**config.mk**
```make
export PLATFORM = sky130hd
export DESIGN_NAME = trace_ovf_fifo
export DESIGN_NICKNAME = d
export VERILOG_FILES = /design/src/rtl/trace_ovf_pkg.sv /design/src/rtl/msg_fifo.sv /design/src/rtl/ovf_ctrl.sv /design/src/rtl/stat_insert.sv /design/src/rtl/trace_ovf_fifo.sv
export SDC_FILE = /design/constraint.sdc
export NUM_CORES = 1
export LEC_CHECK = 0
export ABC_CLOCK_PERIOD_IN_PS = 2850
export BUFFER_PORTS_ARGS = -buffer_cell sky130_fd_sc_hd__buf_2
export CORE_ASPECT_RATIO = 2
export CORE_UTILIZATION = 56
export CTS_BUF_LIST = sky130_fd_sc_hd__clkbuf_4 sky130_fd_sc_hd__clkbuf_8 sky130_fd_sc_hd__clkbuf_16
export CTS_CLUSTER_DIAMETER = 80
export CTS_CLUSTER_SIZE = 28
export DETAILED_ROUTE_END_ITERATION = 10
export MAX_ROUTING_LAYER = met4
export PLACE_DENSITY = 0.79
export RECOVER_POWER = 25
export SYNTH_ARGS = -nofsm -noshare
export SYNTH_HDL_FRONTEND = slang
export SYNTH_SLANG_ARGS = --single-unit
```
**constraint.sdc**
```tcl
create_clock -name clk -period 2.85 [get_ports clk]
set_input_delay 0.285 -clock clk [delete_from_list [all_inputs] [get_ports clk]]
set_output_delay 0.285 -clock clk [all_outputs]
set_load 0.02 [all_outputs]
```
**src/rtl/trace_ovf_pkg.sv**
```systemverilog
package trace_ovf_pkg;
    localparam int unsigned MSG_DW  = 16;
    localparam int unsigned Q_DEPTH = 4;
    localparam int unsigned STAT_W  = 2;
    localparam int unsigned OVF_BIT = 0;

    typedef enum logic {
        POL_DROP  = 1'b0,
        POL_STALL = 1'b1
    } ovf_policy_e;

    // Status field of a trace message; ovf sits at bit OVF_BIT (bit 0).
    typedef struct packed {
        logic tag;
        logic ovf;
    } trace_stat_t;

    function automatic trace_stat_t fmt_status(input logic trace_mode,
                                               input logic tag,
                                               input logic ovf);
        trace_stat_t s;
        s = '0;
        if (trace_mode) begin
            s.tag = tag;
            s.ovf = ovf;
        end
        return s;
    endfunction
endpackage

```
**src/rtl/msg_fifo.sv**
```systemverilog
module msg_fifo #(
    parameter int unsigned W     = 17,
    parameter int unsigned DEPTH = 4,
    localparam int unsigned AW   = (DEPTH > 1) ? $clog2(DEPTH) : 1,
    localparam int unsigned CW   = $clog2(DEPTH + 1)
) (
    input  logic          clk,
    input  logic          rst,
    input  logic          wr_en,
    input  logic [W-1:0]  wr_data,
    input  logic          rd_en,
    output logic [W-1:0]  rd_data,
    output logic          empty,
    output logic          full,
    output logic [CW-1:0] fill
);
    logic [W-1:0]  mem [DEPTH];
    logic [AW-1:0] wptr, rptr;
    logic          do_wr, do_rd;

    assign empty   = (fill == '0);
    assign full    = (fill == CW'(DEPTH));
    assign do_wr   = wr_en && !full;
    assign do_rd   = rd_en && !empty;
    assign rd_data = mem[rptr];

    always_ff @(posedge clk) begin
        if (do_wr) mem[wptr] <= wr_data;
    end

    always_ff @(posedge clk) begin
        if (rst) begin
            wptr <= '0;
            rptr <= '0;
            fill <= '0;
        end else begin
            if (do_wr) wptr <= (wptr == AW'(DEPTH - 1)) ? '0 : wptr + 1'b1;
            if (do_rd) rptr <= (rptr == AW'(DEPTH - 1)) ? '0 : rptr + 1'b1;
            case ({do_wr, do_rd})
                2'b10:   fill <= fill + 1'b1;
                2'b01:   fill <= fill - 1'b1;
                default: fill <= fill;
            endcase
        end
    end
endmodule

```
**src/rtl/ovf_ctrl.sv**
```systemverilog
module ovf_ctrl
    import trace_ovf_pkg::*;
(
    input  logic        clk,
    input  logic        rst,
    input  ovf_policy_e policy,
    input  logic        trace_mode,
    input  logic        in_valid,
    input  logic        full,
    input  logic        deq,
    input  logic        clr,
    output logic        wait_req,
    output logic        wr_en,
    output logic        pend,
    output logic        sticky
);
    logic drop;

    assign wait_req = (policy == POL_STALL) && in_valid && full;
    assign wr_en    = in_valid && !full;
    assign drop     = (policy == POL_DROP) && in_valid && full;

    always_ff @(posedge clk) begin
        if (rst) begin
            pend   <= 1'b0;
            sticky <= 1'b0;
        end else begin
            // a new loss outranks the dequeue that consumes the old mark
            if (drop && trace_mode) pend <= 1'b1;
            else if (deq)           pend <= 1'b0;
            if (drop)               sticky <= 1'b1;
            else if (clr)           sticky <= 1'b0;
        end
    end
endmodule

```
**src/rtl/stat_insert.sv**
```systemverilog
module stat_insert
    import trace_ovf_pkg::*;
(
    input  logic        trace_mode,
    input  logic        tag,
    input  logic        pend,
    output trace_stat_t status
);
    always_comb status = fmt_status(trace_mode, tag, pend);
endmodule

```
**src/rtl/trace_ovf_fifo.sv**
```systemverilog
module trace_ovf_fifo
    import trace_ovf_pkg::*;
#(
    parameter int unsigned DATA_W = MSG_DW,
    parameter int unsigned DEPTH  = Q_DEPTH,
    localparam int unsigned CW    = $clog2(DEPTH + 1)
) (
    input  logic              clk,
    input  logic              rst,
    input  logic              cfg_stall,
    input  logic              cfg_trace,
    input  logic              ovf_clr,
    input  logic              in_valid,
    input  logic              in_tag,
    input  logic [DATA_W-1:0] in_data,
    output logic              in_wait,
    output logic              out_valid,
    input  logic              out_ready,
    output logic [DATA_W-1:0] out_data,
    output logic [STAT_W-1:0] out_status,
    output logic              ovf_sticky
);
    logic [DATA_W:0] head;
    logic            empty, full, wr_en, deq, pend;
    logic [CW-1:0]   fill;
    trace_stat_t     st;

    assign out_valid  = !empty;
    assign deq        = out_valid && out_ready;
    assign out_data   = head[DATA_W-1:0];
    assign out_status = st;

    msg_fifo #(.W(DATA_W + 1), .DEPTH(DEPTH)) u_fifo (
        .clk(clk), .rst(rst),
        .wr_en(wr_en), .wr_data({in_tag, in_data}),
        .rd_en(out_ready), .rd_data(head),
        .empty(empty), .full(full), .fill(fill)
    );

    ovf_ctrl u_ctrl (
        .clk(clk), .rst(rst),
        .policy(ovf_policy_e'(cfg_stall)), .trace_mode(cfg_trace),
        .in_valid(in_valid), .full(full), .deq(deq), .clr(ovf_clr),
        .wait_req(in_wait), .wr_en(wr_en), .pend(pend), .sticky(ovf_sticky)
    );

    stat_insert u_stat (
        .trace_mode(cfg_trace), .tag(head[DATA_W]), .pend(pend), .status(st)
    );
endmodule

```
== Word-level counts from Yosys, hierarchy flattened ==
Memory sizes are Yosys's and may differ from the RTL's. A register that Yosys moved wholly into a read port is not among the register bits.
Index checks and enable logic that the tools add are counted.

* Memory bits (writable): 68
* Memories kept: 1
* Output and inout bits: 21
* Bits of input ports: 24
* Logic and storage cells: 42
* Bits in registers: 9

* Equality and inequality tests: 5
* $add $sub $neg: 4
* Muxes and demuxes: 12
* Reduce and logical (&&, ||, !) cells: 14
* Bitwise gates (word level): 1

{| class="wikitable"
|+ Memories
! name !! depth !! width !! rd ports !! clocked after Yosys merged registers in !! write ports !! RTL line !! RTL
|-
| u_fifo.mem || 4 || 17 || 1 || 1 || 1 || msg_fifo.sv:17 || <nowiki>logic [W-1:0] mem [DEPTH];</nowiki>
|}

{| class="wikitable"
|+ Operator list
! operator !! number
|-
| 2-to-1 mux 2 bit || 5
|-
| logical AND 1 bit || 8
|-
| == test 2 bit, second input constant || 3
|-
| 2-to-1 mux 1 bit || 6
|-
| case mux 3 bit (2 select lines) || 1
|-
| nonzero test 2 bit || 3
|-
| adder 2 x 1 -> 2 bit, second input constant || 2
|-
| adder 3 x 1 -> 3 bit, second input constant || 1
|-
| == test 3 bit, second input constant || 1
|-
| logical NOT 3 bit || 1
|-
| subtractor 3 x 1 -> 3 bit, second input constant || 1
|-
| == test 2 x 1 -> 1 bit, second input constant || 1
|-
| logical NOT 1 bit || 2
|-
| inverter 1 bit || 1
|}

== Longest topological paths before layout ==
Gate-level depths: netlist of the first run.

* Depth in word-level cells: 6
* Mapped depth: 10
* Depth with buffers taken out: 9

== By module ==
A second synthesis of the first run with hierarchy kept.

* Cell total of the unflattened synthesis: 157
* Area total of the unflattened synthesis: 3065.4 µm²

{| class="wikitable"
|+ Modules (own cells, without submodules)
! module !! cells an instance !! area an instance (µm²) !! seq. area each (µm²) !! instances
|-
| msg_fifo || 143 || 2949.1 || 2222.1 || 1
|-
| ovf_ctrl || 10 || 93.8 || 40.0 || 1
|-
| stat_insert || 2 || 12.5 || 0.0 || 1
|-
| trace_ovf_fifo || 2 || 10.0 || 0.0 || 1
|}

== Worst setup path before layout of the first run ==
No wires, ideal clock.

* Path kind: register to register
* From: register u_fifo.fill[1]
* To: register u_fifo.fill[2]
* Period minus slack after synthesis: 2352 ps
* Stages on the path, launching flop included: 11
* Required time: 2779 ps
* Data arrival time: 2281 ps
* Path slack: 498 ps
* Path buffers: 1
* Library setup time: 71 ps
* Cells stage by stage: dfxtp_1 -> or3b_1 -> clkbuf_2 -> and2_4 -> inv_1 -> ha_1 -> inv_1 -> fa_1 -> xor2_1 -> or3_2 -> a21oi_1

* Cells in the longest elaborated chain, start to end: 6
* Elaborated cells on any way between the ends: 13
* Classes of those cells: 2 x add/sub; 3 x eq/ne; 1 x mux; 7 x reduce/logical

{| class="wikitable"
|+ Ends and longest elaborated chain
! element !! RTL line !! RTL
|-
| start: declaration || msg_fifo.sv:15 || <nowiki>output logic [CW-1:0] fill</nowiki>
|-
| start signal: assignment || msg_fifo.sv:40 || <nowiki>2'b10: fill <= fill + 1'b1;</nowiki>
|-
| start signal: assignment || msg_fifo.sv:41 || <nowiki>2'b01: fill <= fill - 1'b1;</nowiki>
|-
| start signal: assignment || msg_fifo.sv:42 || <nowiki>default: fill <= fill;</nowiki>
|-
| == test 3 bit || msg_fifo.sv:22 || <nowiki>assign full = (fill == CW'(DEPTH));</nowiki>
|-
| logical NOT 1 bit || msg_fifo.sv:23, ovf_ctrl.sv:20 ||
|-
| logical AND 1 bit || ovf_ctrl.sv:20 || <nowiki>assign wr_en = in_valid && !full;</nowiki>
|-
| logical AND 1 bit || msg_fifo.sv:23 || <nowiki>assign do_wr = wr_en && !full;</nowiki>
|-
| == test 2 x 1 -> 1 bit or == test 2 bit (tied branches) || msg_fifo.sv:39 || <nowiki>case ({do_wr, do_rd})</nowiki>
|-
| case mux 3 bit (2 select lines) or nonzero test 2 bit (tied branches) || -- ||
|}

Parallel ways exist; a longest one is shown, timed or not.
A chain may end at the register's enable or synchronous reset.

== Final worst setup path of the first run ==
* From: register u_fifo.fill[2]
* To: register u_fifo.fill[2]

Same word-level chain as after synthesis.

==> flow_summary.rst, run 1 <==
.. list-table::
   :header-rows: 1

   * - Metric
     - Value
   * - Result of the run
     - finished, final reports clean
   * - Total number of clock tree sinks
     - 79
   * - Number of vias in the routed layout
     - 1557
   * - Placed Area
     - 0.003312 mm²
   * - Maximum number of pins on one net before global-route repair
     - 18
   * - Synthesized flop and latch total
     - 79
   * - Slowest library cell on the worst path
     - or3b_1
   * - CP Capture Type
     - register
   * - Total core area
     - 0.005185 mm²
   * - Number of buffers added by the clock tree synthesis step
     - 9
   * - Tmin final
     - 2603 ps
   * - Routed wirelength normalized by instance count
     - 19.91 µm
   * - Overall track demand over capacity in global routing
     - 0.2188
   * - IO Pins
     - 45
   * - Syn Inst Count
     - 155
   * - Pins over their slew limit
     - 0
   * - Met1 track demand over resource
     - 0.2350
   * - Cells resized by post-CTS repair
     - 0
   * - Required time of the critical path
     - 3110 ps
   * - Arrival time reported for the critical path endpoint
     - 2860 ps
   * - GR Overflow Total
     - 0
   * - Initial antenna violation count
     - 0
   * - Final Skew
     - 8.182 ps
   * - Iteration-0 DRC Markers
     - 48
   * - Std cell rows
     - 37
   * - Count of hold-fix buffers inserted at cts
     - 0
   * - Synth Cell Area
     - 0.003045 mm²
   * - Final clock period utilization by the worst path
     - 0.9132
   * - Worst supply voltage drop on vdd
     - 0.0007433 V
   * - Met3 usage in global routing
     - 0.05866
   * - Cells along the critical path
     - or3b_1 > and2_4 > inv_1 > ha_1 > inv_1 > fa_1 > xor2_1 > or3_2 > a21oi_1
   * - EDFF count, synth
     - 68
   * - Syn. warnings
     - 0
   * - Most used DFF post-synth
     - edfxtp_1
   * - Clock slew at reported path FFs
     - 70 ps
   * - Highest clock rate
     - 384.2 MHz
   * - Number of levels in the clock H-tree
     - 3
   * - Final routed wirelength across all metal layers
     - 5317 µm
   * - Chip Height
     - 106.3 µm
   * - Worst Setup Slack post-DPL
     - 288.0 ps
   * - Hold Violations, Final
     - 0
   * - Share of post-route cells with drive strength above 1
     - 0.3589
   * - Share of async-settable or async-resettable flops after synthesis
     - 0
   * - DRC violations left
     - 0
   * - Post-synthesis net count
     - 186
   * - Diodes inserted
     - 0
   * - Aggregate negative setup slack
     - 0 ps
   * - Number of global-route vias before repair
     - 1636
   * - Wire length of the first global-routing pass
     - 8190 µm
   * - Startpoint Class
     - register
   * - Fin Hold WS
     - 168.4 ps
   * - Top cell by count, worst path
     - inv_1
   * - Total setup buffers inserted after CTS
     - 0
   * - Initial core utilization
     - 0.5874
   * - Detailed-placement wirelength estimate
     - 3654 µm
   * - Final #Nets
     - 235
   * - Met2 layer usage reported by global route
     - 0.3641
   * - Via count normalized by instance count
     - 5.831
   * - Non-Filler Cell Area, Final
     - 0.003511 mm²
   * - Maximum fanout count along the critical path
     - 8
   * - Longest Clk Path Bufs
     - 2
   * - Die width
     - 54.15 µm
   * - Count of buffers from port buffering
     - 44
   * - Total power divided by cell area
     - 867.4 mW/mm²
   * - Final setup violation count
     - 0
   * - Layer with the highest usage after global routing
     - met2
   * - Headroom to the max-slew limit
     - 0.4638
   * - Mean instance size in the synthesized netlist
     - 19.65 µm²
   * - Synth cell types
     - 32
   * - RePlAce Congestion
     - 0.6733
   * - Full die area
     - 0.005755 mm²
   * - Drt first pass iters
     - 4
   * - Max-capacitance violation count
     - 0
   * - Area growth from synthesis to layout
     - 15.28%
   * - Total leakage power
     - 1.245 nW
   * - Final design utilization
     - 0.6771
   * - Setup Crit Path Kind
     - register to register
   * - Clock insertion delay at the later pin of the skew report
     - 340 ps
   * - Clock tree from TritonCTS
     - done
   * - Root buffer cell
     - clkbuf_8
   * - Stage delay of the slowest cell on the critical path
     - 490 ps
   * - Setup slack after layout
     - 247.4 ps
   * - Post-synthesis sequential area ratio
     - 0.7428
   * - Slew at the pin closest to its max-slew limit
     - 803.2 ps
   * - Number of nets with antenna violations after detailed routing
     - 0
   * - Unrepaired setup endpoints after global routing
     - false
   * - Classification of the worst-slack hold path
     - input pin to register
## state kept, by name, indices dropped and copies added, names as in the netlist, named ones only
name           count
u_fifo.wptr        2
u_fifo.mem        68
u_fifo.rptr        2
u_ctrl.sticky      1
u_fifo.fill        3
u_ctrl.pend        1
## path summary, 6_finish.rpt
kind	startpoint	to	slack [ps]	cells past startpoint
worst max-delay path	u_fifo.fill[2]	u_fifo.fill[2]	250	9
worst min register to register	u_ctrl.pend	u_ctrl.pend	480	2
worst max register to register	u_fifo.fill[2]	u_fifo.fill[2]	250	9
worst min-delay path	in_data[8]	u_fifo.mem[0][8]	170	1
## kinds of logic (layout without fill, tap and decap cells)
| logic type | count (synthesis) | in the layout | synth area share |
|---|---|---|---|
| and+or+nand+nor | 25 | 25 | 0.05095 |
| buffers and inverters | 14 | 68 | 0.01972 |
| xor gates and xnor gates | 2 | 2 | 0.005753 |
| muxes | 18 | 18 | 0.1290 |
| AOI/OAI and AO/OA | 10 | 10 | 0.02054 |
| adders and majority gates | 7 | 7 | 0.03122 |
| DFF | 79 | 79 | 0.7428 |
## area by class of cell
class	instances	area [µm²]
fill	367	1674
sequential	79	2262
inverter	7	26.28
clock inverter	3	40.04
timing repair buffer	45	214.0
tap	58	72.57
multi-input combinational	62	723.2
clock buffer	13	172.7
## critical path, delay by kind of cell (launching register included)
kind	cells	cell delay, ps
flops	1	400
buf+inv	2	110
compound gates	1	190
fa+ha+maj	2	540
simple gates	3	1110
xor+xnor	1	160
## layer usage
layer	share of wire	wire, µm
met1	0.36	1904
met2	0.58	3103
met3	0.046	245
met4	0.012	63
met5	0	0
## synthesized netlist by cell type, drive strengths merged (3+ instances only)
library cell,instances,share of area
and2,3,0.0070
inv,7,0.0086
and3,5,0.012
edfxtp,68,0.67
ha,6,0.025
buf,3,0.0058
nor2,4,0.0049
mux4,17,0.13
clkbuf,4,0.0053
a21oi,6,0.0099
or3,3,0.0070
dfxtp,11,0.072
## power by group
group | switching (mW) | internal [mW] | leakage [nW]
registers | 0.0723 | 1.39 | 0.714
clock network | 0.360 | 0.483 | 0.113
logic | 0.417 | 0.322 | 0.418
total | 0.850 | 2.19 | 1.24
## metrics by stage
step                cells  total power [mW]
floorplan             155             2.017
global placement      251             2.183
detailed placement    251             2.236
CTS                   267             3.080
global route          267             3.194
finish                267             3.045
## placed cells by master (no fill, tap or decap), drive strengths merged
| cell type | n |
|---|---|
| inv | 7 |
| clkbuf | 24 |
| and2 | 3 |
| clkinv | 2 |
| fa | 1 |
| a21o | 1 |
| nand3b | 1 |
| mux2i | 1 |
| or3 | 3 |
| xor2 | 2 |
| nor2 | 4 |
| nor3b | 1 |
| nand2b | 1 |
| and3 | 5 |
| edfxtp | 68 |
| dfxtp | 11 |
| nand2 | 2 |
| ha | 6 |
| a21oi | 6 |
| nand4b | 1 |
| o21ai | 1 |
| mux4 | 17 |
| buf | 34 |
| nor3 | 1 |
| or3b | 1 |
| nand3 | 2 |
| bufinv | 1 |
| o31ai | 2 |
Note: power is estimated with default switching activity, not from simulation.
==> run 2: changes to the inputs <==
--- a/config.mk
+++ b/config.mk
@@ -5,16 +5,18 @@
 export SDC_FILE = /design/constraint.sdc
 export NUM_CORES = 1
 export LEC_CHECK = 0
-export ABC_CLOCK_PERIOD_IN_PS = 2850
+export ABC_CLOCK_PERIOD_IN_PS = 2900
 export BUFFER_PORTS_ARGS = -buffer_cell sky130_fd_sc_hd__buf_2
+export CELL_PAD_IN_SITES_DETAIL_PLACEMENT = 1
+export CELL_PAD_IN_SITES_GLOBAL_PLACEMENT = 2
 export CORE_ASPECT_RATIO = 2
-export CORE_UTILIZATION = 56
+export CORE_UTILIZATION = 42
 export CTS_BUF_LIST = sky130_fd_sc_hd__clkbuf_4 sky130_fd_sc_hd__clkbuf_8 sky130_fd_sc_hd__clkbuf_16
 export CTS_CLUSTER_DIAMETER = 80
 export CTS_CLUSTER_SIZE = 28
 export DETAILED_ROUTE_END_ITERATION = 10
 export MAX_ROUTING_LAYER = met4
-export PLACE_DENSITY = 0.79
+export PLACE_DENSITY = 0.78
 export RECOVER_POWER = 25
 export SYNTH_ARGS = -nofsm -noshare
 export SYNTH_HDL_FRONTEND = slang
==> constraint.sdc (replaced) <==
create_clock -name clk -period 2.9 [get_ports clk]
set_input_delay 0.29 -clock clk [delete_from_list [all_inputs] [get_ports clk]]
set_output_delay 0.29 -clock clk [all_outputs]
set_load 0.02 [all_outputs]
==> run 2 against run 1 <==
  * Sequential share of layout area down 1.7 points
  * Combinational power up 2%
  * Highest routed layer unchanged
  * Sequential power about the same
==> flow_summary.rst, run 2 (same netlist as run 1, synthesis figures left out) <==
.. list-table::
   :header-rows: 1

   * - Metric
     - Value
   * - Number of fill cells
     - 676
   * - Total core area
     - 0.006994 mm²
   * - IO Pins
     - 45
   * - Highest clock rate
     - 374.4 MHz
   * - Final routed wirelength across all metal layers
     - 5803 µm
   * - Arrival time reported for the critical path endpoint
     - 2920 ps
   * - Top cell by count, worst path
     - inv_1
   * - Launching point of the worst reg2reg path
     - u_fifo.fill[2]
   * - Tmin final
     - 2671 ps
   * - CP Capture Type
     - register
   * - Detailed-placement wirelength estimate
     - 4109 µm
   * - Wire length of the first global-routing pass
     - 9453 µm
   * - Post-route insts no fill
     - 300
   * - Longest Clk Path Bufs
     - 2
   * - Total number of clock tree sinks
     - 79
   * - Number of buffers added by the clock tree synthesis step
     - 9
   * - Area growth from synthesis to layout
     - 18.36%
   * - Count of buffers from port buffering
     - 44
   * - Final design utilization
     - 0.5154
   * - Routed wirelength normalized by instance count
     - 19.34 µm
   * - Std cell rows
     - 43
   * - Setup Crit Path Kind
     - register to register
   * - Via count normalized by instance count
     - 5.197
   * - Overall Power
     - 3.165 mW
   * - Root buffer cell
     - clkbuf_16
   * - Worst Reg2Reg Path Length in Cells
     - 9
   * - Capture point of the worst reg-to-reg path
     - u_fifo.fill[2]
   * - Result of the run
     - finished, final reports clean
   * - Leading registers by flop count
     - u_fifo.mem (68), u_fifo.fill (3)
   * - Max reg flops
     - 68
   * - Commonest non-fill, non-tap cell in the layout
     - edfxtp_1
   * - Startpoint Class
     - register
   * - Slowest library cell on the worst path
     - or3b_1
   * - Stage delay of the slowest cell on the critical path
     - 490 ps
   * - Diodes inserted
     - 0
   * - Maximum number of pins on one net before global-route repair
     - 18
   * - Worst Setup Slack post-DPL
     - 267.5 ps
   * - Initial core utilization
     - 0.4354
   * - Endpoint of the worst hold path
     - u_fifo.mem[2][16]
   * - Worst hold path depth
     - 1
   * - Required time of the critical path
     - 3150 ps
   * - Total power divided by cell area
     - 878.2 mW/mm²
   * - Headroom to the max-slew limit
     - 0.6827
   * - Number of levels in the clock H-tree
     - 3
   * - Final Skew
     - 4.634 ps
   * - Max-capacitance violation count
     - 0
   * - Share of post-route cells with drive strength above 1
     - 0.3381
   * - Count of hold-fix buffers inserted at cts
     - 0
   * - Total setup buffers inserted after CTS
     - 0
   * - Number of global-route vias before repair
     - 1796
   * - Total leakage power
     - 1.260 nW
   * - Hold Violations, Final
     - 0
   * - Final clock period utilization by the worst path
     - 0.9210
   * - Initial antenna violation count
     - 0
   * - Final setup violation count
     - 0
   * - Family of cells with the greatest summed delay on the critical path
     - simple AND/OR/NAND/NOR gates
   * - Commonest cells after routing, fill and taps aside
     - edfxtp_1, buf_2, mux4_2
   * - Aggregate negative setup slack
     - 0 ps
   * - Cells along the critical path
     - or3b_1 > and2_4 > inv_1 > ha_1 > inv_1 > fa_1 > xor2_1 > or3_2 > a21oi_1
   * - Pins over their slew limit
     - 0
   * - Number of vias in the routed layout
     - 1559
   * - Worst path buffer plus inverter count
     - 2
   * - Clock tree from TritonCTS
     - done
   * - Register containing the most flip-flops in the final layout
     - u_fifo.mem
   * - Clock insertion delay at the later pin of the skew report
     - 330 ps
   * - Full die area
     - 0.007616 mm²
   * - Cells resized by post-CTS repair
     - 0
   * - Iteration-0 DRC Markers
     - 105
   * - Worst Hold Launch
     - in_tag
   * - Worst supply voltage drop on vdd
     - 0.0003819 V
   * - Die width
     - 62.21 µm
   * - Chip Height
     - 122.4 µm
   * - Overall track demand over capacity in global routing
     - 0.1821
   * - Drt first pass iters
     - 4
   * - Classification of the worst-slack hold path
     - input pin to register
   * - Cell count after placement
     - 285
   * - GR Overflow Total
     - 0
   * - Maximum fanout count along the critical path
     - 8
   * - Final #Nets
     - 237
   * - Number of nets with antenna violations after detailed routing
     - 0
   * - Unrepaired setup endpoints after global routing
     - false
   * - Slew at the pin closest to its max-slew limit
     - 475.9 ps
   * - Register-to-register setup slack
     - 230 ps
   * - DRC violations left
     - 0
   * - Clock slew at reported path FFs
     - 50 ps
   * - RePlAce Congestion
     - 0.7257
   * - Setup slack after layout
     - 229.2 ps
run 2: cell types whose count changed in the layout (fill, tap and decap cells not counted), moves of 2 or more:
cell	before	now
clkinv_1	0	3
clkbuf_1	11	13
buf_4	1	3
clkbuf_8	12	0
buf_2	33	31
clkbuf_16	0	9
run 2: worst max-delay path by stage:
stage / start / endpoint / slack (ps) / cells after the start
after global routing: u_fifo.fill[2] / u_fifo.fill[2] / 120 / 9
after detailed placement: u_fifo.fill[2] / u_fifo.fill[2] / 270 / 9
after CTS: u_fifo.fill[2] / u_fifo.fill[2] / 250 / 9
final: u_fifo.fill[2] / u_fifo.fill[2] / 230 / 9
after global placement: u_fifo.fill[2] / u_fifo.fill[2] / 520 / 9
after floorplan: u_fifo.fill[1] / u_fifo.fill[2] / 550 / 10
run 2: power breakdown:
part	total (mW)	internal, mW	switching, mW
clock network	0.962	0.561	0.401
logic	0.757	0.328	0.429
registers	1.45	1.37	0.0785
run 2: per-stage QoR:
step	hold slack, ps	cell area [µm²]
final	177.9	3605
after detailed placement	458.9	3367
after CTS	163.2	3621
after global placement	442.2	3367
after floorplan	388.9	3045
after global routing	185.5	3605
run 2: layer usage:
metal | part of all wire | track usage | vias to the layer above
met1 | 0.36 | 0.1805 | 795
met3 | 0.038 | 0.04833 | 7
met5 | 0 | - | -
li1 | - | - | 712
met2 | 0.58 | 0.3194 | 45
met4 | 0.020 | 0.1047 | 0
run 2: cell type report:
type,instances,area (µm²),area share
Tap cell,90,112.6,0.03124
Inverter,7,26.28,0.007289
Clock buffer,9,225.2,0.06248
Timing Repair Buffer,47,226.5,0.06283
Multi-Input combinational cell,62,723.2,0.2006
Clock inverter,6,28.78,0.007983
Sequential cell,79,2262,0.6276
run 2: worst reg2reg max path, stage by stage (launching register included):
cell	delay (ps)
dfxtp_1	410
or3b_1	490
and2_4	220
inv_1	60
ha_1	190
inv_1	70
fa_1	380
xor2_1	170
or3_2	430
a21oi_1	190
